## config.mk

```make
export PLATFORM = sky130hd
export DESIGN_NAME = pt_cmd_guard
export DESIGN_NICKNAME = d
export VERILOG_FILES = /design/src/rtl/pt_guard_pkg.sv /design/src/rtl/pt_opc_filter.sv /design/src/rtl/pt_seq_track.sv /design/src/rtl/pt_byte_swap.sv /design/src/rtl/pt_cmd_guard.sv
export SDC_FILE = /design/constraint.sdc
export NUM_CORES = 1
export LEC_CHECK = 0
export ABC_AREA = 1
export CORE_AREA = 3 3 163 165
export DETAILED_ROUTE_END_ITERATION = 12
export DIE_AREA = 0 0 166 168
export GPL_TIMING_DRIVEN = 1
export SYNTH_ARGS = -nofsm -noshare
export SYNTH_HDL_FRONTEND = slang
export SYNTH_SLANG_ARGS = --single-unit
```

## constraint.sdc

```tcl
create_clock -name clk -period 5.03 [get_ports clk]
set_input_delay 1.006 -clock clk [delete_from_list [all_inputs] [get_ports clk]]
set_output_delay 1.006 -clock clk [all_outputs]
set_load 0.05 [all_outputs]
```

## src/rtl/pt_guard_pkg.sv

```systemverilog
package pt_guard_pkg;

  typedef enum logic [1:0] {
    PH_OPC  = 2'd0,
    PH_ADDR = 2'd1,
    PH_DATA = 2'd2,
    PH_DROP = 2'd3
  } phase_e;

  // Forced bits come from data, the rest from the source byte.
  function automatic logic [7:0] merge_bits(input logic [7:0] src,
                                            input logic [7:0] msk,
                                            input logic [7:0] dat);
    return (src & ~msk) | (dat & msk);
  endfunction

  // Address length in bytes for a decoder mode and the global 4-byte setting.
  function automatic logic [2:0] addr_len(input logic [1:0] mode,
                                          input logic cfg4);
    case (mode)
      2'd0:    return 3'd0;
      2'd1:    return cfg4 ? 3'd4 : 3'd3;
      2'd2:    return 3'd3;
      default: return 3'd4;
    endcase
  endfunction

  // Lane of a 32-bit word matching address byte k (k = 0 is sent first).
  function automatic logic [7:0] addr_lane(input logic [31:0] w,
                                           input logic [2:0] k,
                                           input logic four);
    logic [2:0] pos;
    pos = (four ? 3'd3 : 3'd2) - k;
    return 8'(w >> {pos[1:0], 3'b000});
  endfunction

  // Lane of a 32-bit word for payload byte p, little-endian.
  function automatic logic [7:0] pay_lane(input logic [31:0] w,
                                          input logic [1:0] p);
    return 8'(w >> {p, 3'b000});
  endfunction

endpackage

```

## src/rtl/pt_opc_filter.sv

```systemverilog
module pt_opc_filter #(
  parameter int OPC_W = 8,
  localparam int MAP_N = 1 << OPC_W
) (
  input  logic [MAP_N-1:0] map,
  input  logic [OPC_W-1:0] opc,
  output logic             hit
);
  assign hit = map[opc];
endmodule

```

## src/rtl/pt_seq_track.sv

```systemverilog
module pt_seq_track
  import pt_guard_pkg::*;
#(
  parameter int PAY_N = 4,
  localparam int IDX_W = 3
) (
  input  logic             clk,
  input  logic             rst_n,
  input  logic             cs_active,
  input  logic             byte_valid,
  input  logic             opc_hit,
  input  logic [1:0]       cmd_addr_mode,
  input  logic             cfg_addr_4b,
  input  logic             cmd_addr_swap,
  input  logic             cmd_pay_swap,
  input  logic [3:0]       cmd_lanes,
  input  logic             cmd_dir_out,
  output phase_e           phase,
  output logic [IDX_W-1:0] idx,
  output logic             four_q,
  output logic             asw_q,
  output logic             psw_q,
  output logic             opc_strobe
);
  logic [2:0] nab_now;
  logic [2:0] nab_q;
  logic       psw_ok;

  assign nab_now    = addr_len(cmd_addr_mode, cfg_addr_4b);
  assign psw_ok     = cmd_pay_swap && (cmd_lanes == 4'b0001) && cmd_dir_out;
  assign opc_strobe = cs_active && byte_valid && (phase == PH_OPC);

  always_ff @(posedge clk or negedge rst_n) begin
    if (!rst_n) begin
      phase  <= PH_OPC;
      idx    <= '0;
      four_q <= 1'b0;
      asw_q  <= 1'b0;
      psw_q  <= 1'b0;
      nab_q  <= '0;
    end else if (!cs_active) begin
      phase <= PH_OPC;
      idx   <= '0;
    end else if (byte_valid) begin
      case (phase)
        PH_OPC: begin
          idx    <= '0;
          four_q <= (nab_now == 3'd4);
          asw_q  <= cmd_addr_swap;
          psw_q  <= psw_ok;
          nab_q  <= nab_now;
          if (opc_hit)              phase <= PH_DROP;
          else if (nab_now != 3'd0) phase <= PH_ADDR;
          else                      phase <= PH_DATA;
        end
        PH_ADDR: begin
          if (idx == nab_q - 3'd1) begin
            phase <= PH_DATA;
            idx   <= '0;
          end else begin
            idx <= idx + 3'd1;
          end
        end
        PH_DATA: begin
          if (idx != IDX_W'(PAY_N)) idx <= idx + 3'd1;
        end
        default: ;
      endcase
    end
  end
endmodule

```

## src/rtl/pt_byte_swap.sv

```systemverilog
module pt_byte_swap
  import pt_guard_pkg::*;
#(
  parameter int PAY_N = 4
) (
  input  phase_e      phase,
  input  logic [2:0]  idx,
  input  logic        four_q,
  input  logic        asw_q,
  input  logic        psw_q,
  input  logic [7:0]  byte_in,
  input  logic [31:0] addr_mask,
  input  logic [31:0] addr_data,
  input  logic [31:0] pay_mask,
  input  logic [31:0] pay_data,
  output logic [7:0]  byte_out,
  output logic        addr_slot,
  output logic        pay_slot
);
  assign addr_slot = (phase == PH_ADDR) && asw_q;
  assign pay_slot  = (phase == PH_DATA) && psw_q && (idx < 3'(PAY_N));

  always_comb begin
    if (addr_slot)
      byte_out = merge_bits(byte_in, addr_lane(addr_mask, idx, four_q),
                            addr_lane(addr_data, idx, four_q));
    else if (pay_slot)
      byte_out = merge_bits(byte_in, pay_lane(pay_mask, idx[1:0]),
                            pay_lane(pay_data, idx[1:0]));
    else
      byte_out = byte_in;
  end
endmodule

```

## src/rtl/pt_cmd_guard.sv

```systemverilog
module pt_cmd_guard
  import pt_guard_pkg::*;
#(
  parameter int OPC_W = 8,
  parameter int SWAP_W = 32,
  localparam int MAP_N = 1 << OPC_W,
  localparam int PAY_N = SWAP_W / 8
) (
  input  logic             clk,
  input  logic             rst_n,
  input  logic             cs_active,
  input  logic             byte_valid,
  input  logic [7:0]       byte_in,
  input  logic [MAP_N-1:0] filter_map,
  input  logic             cfg_addr_4b,
  input  logic [31:0]      addr_mask,
  input  logic [31:0]      addr_data,
  input  logic [31:0]      pay_mask,
  input  logic [31:0]      pay_data,
  input  logic [1:0]       cmd_addr_mode,
  input  logic             cmd_addr_swap,
  input  logic             cmd_pay_swap,
  input  logic [3:0]       cmd_lanes,
  input  logic             cmd_dir_out,
  output logic [7:0]       byte_out,
  output logic             byte_out_valid,
  output logic             ds_sel
);
  phase_e     phase;
  logic [2:0] idx;
  logic       four_q, asw_q, psw_q;
  // Internal events brought out for the checker.
  logic       opc_strobe, opc_hit, addr_slot, pay_slot;

  pt_opc_filter #(.OPC_W(OPC_W)) filt_i (
    .map (filter_map),
    .opc (byte_in[OPC_W-1:0]),
    .hit (opc_hit)
  );

  pt_seq_track #(.PAY_N(PAY_N)) seq_i (
    .clk, .rst_n, .cs_active, .byte_valid, .opc_hit,
    .cmd_addr_mode, .cfg_addr_4b, .cmd_addr_swap, .cmd_pay_swap,
    .cmd_lanes, .cmd_dir_out,
    .phase, .idx, .four_q, .asw_q, .psw_q, .opc_strobe
  );

  pt_byte_swap #(.PAY_N(PAY_N)) swap_i (
    .phase, .idx, .four_q, .asw_q, .psw_q, .byte_in,
    .addr_mask, .addr_data, .pay_mask, .pay_data,
    .byte_out, .addr_slot, .pay_slot
  );

  // Select opens on an admitted opcode and stays open through the command.
  assign ds_sel = cs_active &&
                  (opc_strobe ? !opc_hit
                              : (phase == PH_ADDR || phase == PH_DATA));
  assign byte_out_valid = ds_sel && byte_valid;
endmodule

```

==> flow_summary.toml <==
[min_path]
holdPathStages = 2
worstHoldStart = "seq_i.asw_q"
min_path_type = "reg -> reg"
holdPathEnd = "seq_i.asw_q"

[finish]
final_nets = 1691
fill_cells = 2759
post-route-util_pct = 35.5
layout.cells.non_filler = 1610
drive_gt1_share_pct = 3.91
fin_area_sq_um = 8940
syn_to_final_growth_pct = 101

[timing]
clock.fmax_mhz = 223
worstMarginPinSlew_ns = 0.740
fin_skew_ns = 0.000697
slew_viol_final = 0
finalSetupViolCount = 0
fin_setup_tns_ns = 0
fin_crit_sh_pct = 89.0
finalCriticalPeriod_ns = 4.48
rsz0062_at_grt = "no"
maxSlewHeadroom_pct = 50.1
hold_viol_final = 0

[global_route]
grt_pass1_vias = 7484
grt_use_total_pct = 20.2
grt_pass1_wl_um = 44900
grt-ovfl-total = 0
antenna_found_initial = 3
grt_max_degree = 113

[drt]
top_layer_used = "met5"
wl_met2_um = 14200
drcViolationCount = 0
viasPerCell = 4.73
drtIter0Drc = 517
ant_nets = 0
first_pass_iters = 7
dr_wl_met3_um = 2230
wirelength_met1_um = 13100
finalWirelength_um = 30100
via_count = 7621
wl_per_cell_um = 18.7

[pwr]
seq_power_share_pct = 7.2
swShare_pct = 49.7
power_density_nw_per_um2 = 198
internal_power_mw = 0.890
peakVddDrop_uv = 157
p_comb_share_pct = 83.7
pwr-share-clk_pct = 9.1
p_leak_nw = 3.75
power.switching_mw = 0.879

[clocking]
clock_latency_ns = 0.24
postCtsHoldBufs = 0
numCtsBuffers = 3
clock-root-buffer = "clkbuf_16"
htree_num_levels = 1
cts_tree = "built"
cts_sinks = 10
path_clk_slew_ns = 0.04
clockBufferDepth = 2
postCtsResizedCells = 0
postCtsSetupBuffers = 0

[place]
place_area_sq_um = 8850
dp_hpwl_um = 24500
dp.cells = 1604
place.gp.congestion = 0.919
port-buffer-count = 415

[setup_path]
reg2regPathDepth = 11
r2r_start = "seq_i.idx[0]"
path_max_fanout = 10
cp_data_required_time_ns = 4.02
r2r_slack_ns = 2.66
critPathArrivalTime_ns = 3.47
path_class = "reg -> out"
critPathLaunchType = "flop"
cp_slowest_stage_delay_ns = 0.77
slowest_stage = "o311ai_0"
cp-end-kind = "output port"
path_cells = "ha_1, xor2_2, clkinv_1, o311ai_0, o21ai_0, clkdlybuf4s50_1"
r2r-end = "seq_i.phase[0]"

[outcome]
status = "finished, final reports clean"

[synthesis]
yosysWarnings = 0
synthDistinctLibCells = 33
synth_seq_cells = 10
yosysSeqAreaShare_pct = 5.63
netlist_area_sq_um = 4450
netlist_instances = 907
avgSynthCellArea_sq_um = 4.90
syn-num-nets = 1319

[floorplanning]
start_util_pct = 17.7
core-area_sq_um = 25200
dieHeight_um = 168
num_io_pins = 416
die_w_um = 166
num_rows = 58
dieArea_sq_um = 27900

[flow_run]
drv_cap = 0
placed cells by master, fill, tap and decap left out, types with 2 or more instances in the layout:
cell type and count:
o21a_1 2, or2_2 5, o211ai_1 9, o22ai_1 19, nand4_1 2, clkbuf_16 3
a21oi_1 10, ha_1 6, nand2_1 317, o31ai_1 3, o21ai_0 71, a31oi_1 2
o221ai_1 4, nand3_2 2, clkinv_1 3, inv_1 36, diode_2 2, buf_2 2
o311ai_0 5, buf_4 24, dfrtp_1 10, nand3_1 248, nor2_1 70, buf_12 8
nor3_1 3, clkdlybuf4s50_1 404
worst max-delay path by stage:
stage                           to  slack [ns]          from
global route           byte_out[0]        0.31  seq_i.four_q
CTS                    byte_out[0]        0.55  seq_i.idx[0]
global placement    byte_out_valid        0.71    byte_in[1]
detailed placement  byte_out_valid        0.71    byte_in[1]
finish                 byte_out[0]        0.55  seq_i.idx[0]
floorplan              byte_out[3]        1.24    byte_in[3]
flip-flops by register name (all words and copies together) (netlist names):
| name | count |
|---|---|
| seq_i.asw_q | 1 |
| seq_i.idx | 3 |
| seq_i.nab_q | 2 |
| seq_i.four_q | 1 |
| seq_i.psw_q | 1 |
| seq_i.phase | 2 |
Yosys cell counts:
cell type,count,area share [%]
nor2_1,70,5.9
a31oi_1,2,0.28
buf_2,30,3.4
a21oi_1,10,1.1
o22ai_1,19,2.7
nor3b_1,1,0.17
nand3_1,248,28
nand2_1,317,27
ha_1,6,1.7
a21oi_2,1,0.20
buf_6,13,3.3
o221ai_1,4,0.79
o311ai_0,5,0.98
inv_2,1,0.084
nor3_1,3,0.34
buf_4,2,0.34
o31ai_1,3,0.51
nand3_2,2,0.45
clkbuf_1,18,1.5
or2_2,5,0.70
xnor2_1,1,0.20
inv_1,37,3.1
nand4_1,2,0.28
xor2_1,1,0.20
xor2_2,1,0.37
o21ai_0,71,8.0
o21a_1,2,0.34
nor3_2,1,0.23
clkinv_1,3,0.25
buf_1,8,0.68
or3_1,1,0.14
dfrtp_1,10,5.6
o211ai_1,9,1.5
critical path: cells and delay by family (launching register included):
family	cells	cell delay [ns]
xor+xnor	1	0.46
compound gates	2	0.96
flops	1	0.37
buf+inv	2	1.20
fa+ha+maj	1	0.23
area by class of cell:
class	count	area [sq um]	area share, %
clock buffer	4	88.8	0.993
sequential	10	250	2.80
tap	330	413	4.62
timing repair buffer	438	4390	49.1
multi-input combinational	785	3630	40.6
antenna	2	5.00	0.0560
inverter	41	156	1.75
metal layers:
metal | up-vias | track usage (%)
met1 | 3427 | 27.0
met5 | - | 0
met2 | 352 | 34.2
li1 | 3801 | -
met3 | 37 | 4.02
met4 | 4 | 3.94
per-stage QoR:
stage          power (mW)  setup WS [ns]  hold slack, ns
3_5_place_dp         1.61          0.712           0.484
5_1_grt              1.92          0.308           0.501
4_1_cts              1.78          0.549           0.495
3_3_place_gp         1.61          0.714           0.477
2_1_floorplan       0.933           1.24           0.442
6_report             1.77          0.554           0.497
power by group through the flow:
| stage | Clock, mW | Sequential [mW] | Combinational [mW] |
|---|---|---|---|
| after floorplan | 0 | 0.123 | 0.810 |
| after global placement | 0 | 0.127 | 1.48 |
| after detailed placement | 0 | 0.128 | 1.48 |
| after CTS | 0.161 | 0.127 | 1.49 |
| after global routing | 0.167 | 0.130 | 1.62 |
| final | 0.161 | 0.127 | 1.48 |
kinds of logic (layout without fill, tap and decap cells):
group | after synthesis | in the layout | share of synthesized area, %
simple gates | 650 | 650 | 62.9
compound gates | 126 | 126 | 16.4
buf+inv | 112 | 483 | 12.7
flops | 10 | 10 | 5.63
fa+ha+maj | 6 | 6 | 1.69
xor+xnor | 3 | 3 | 0.760
other cells | 0 | 2 | 0
Note: power is estimated with default switching activity, not from simulation.
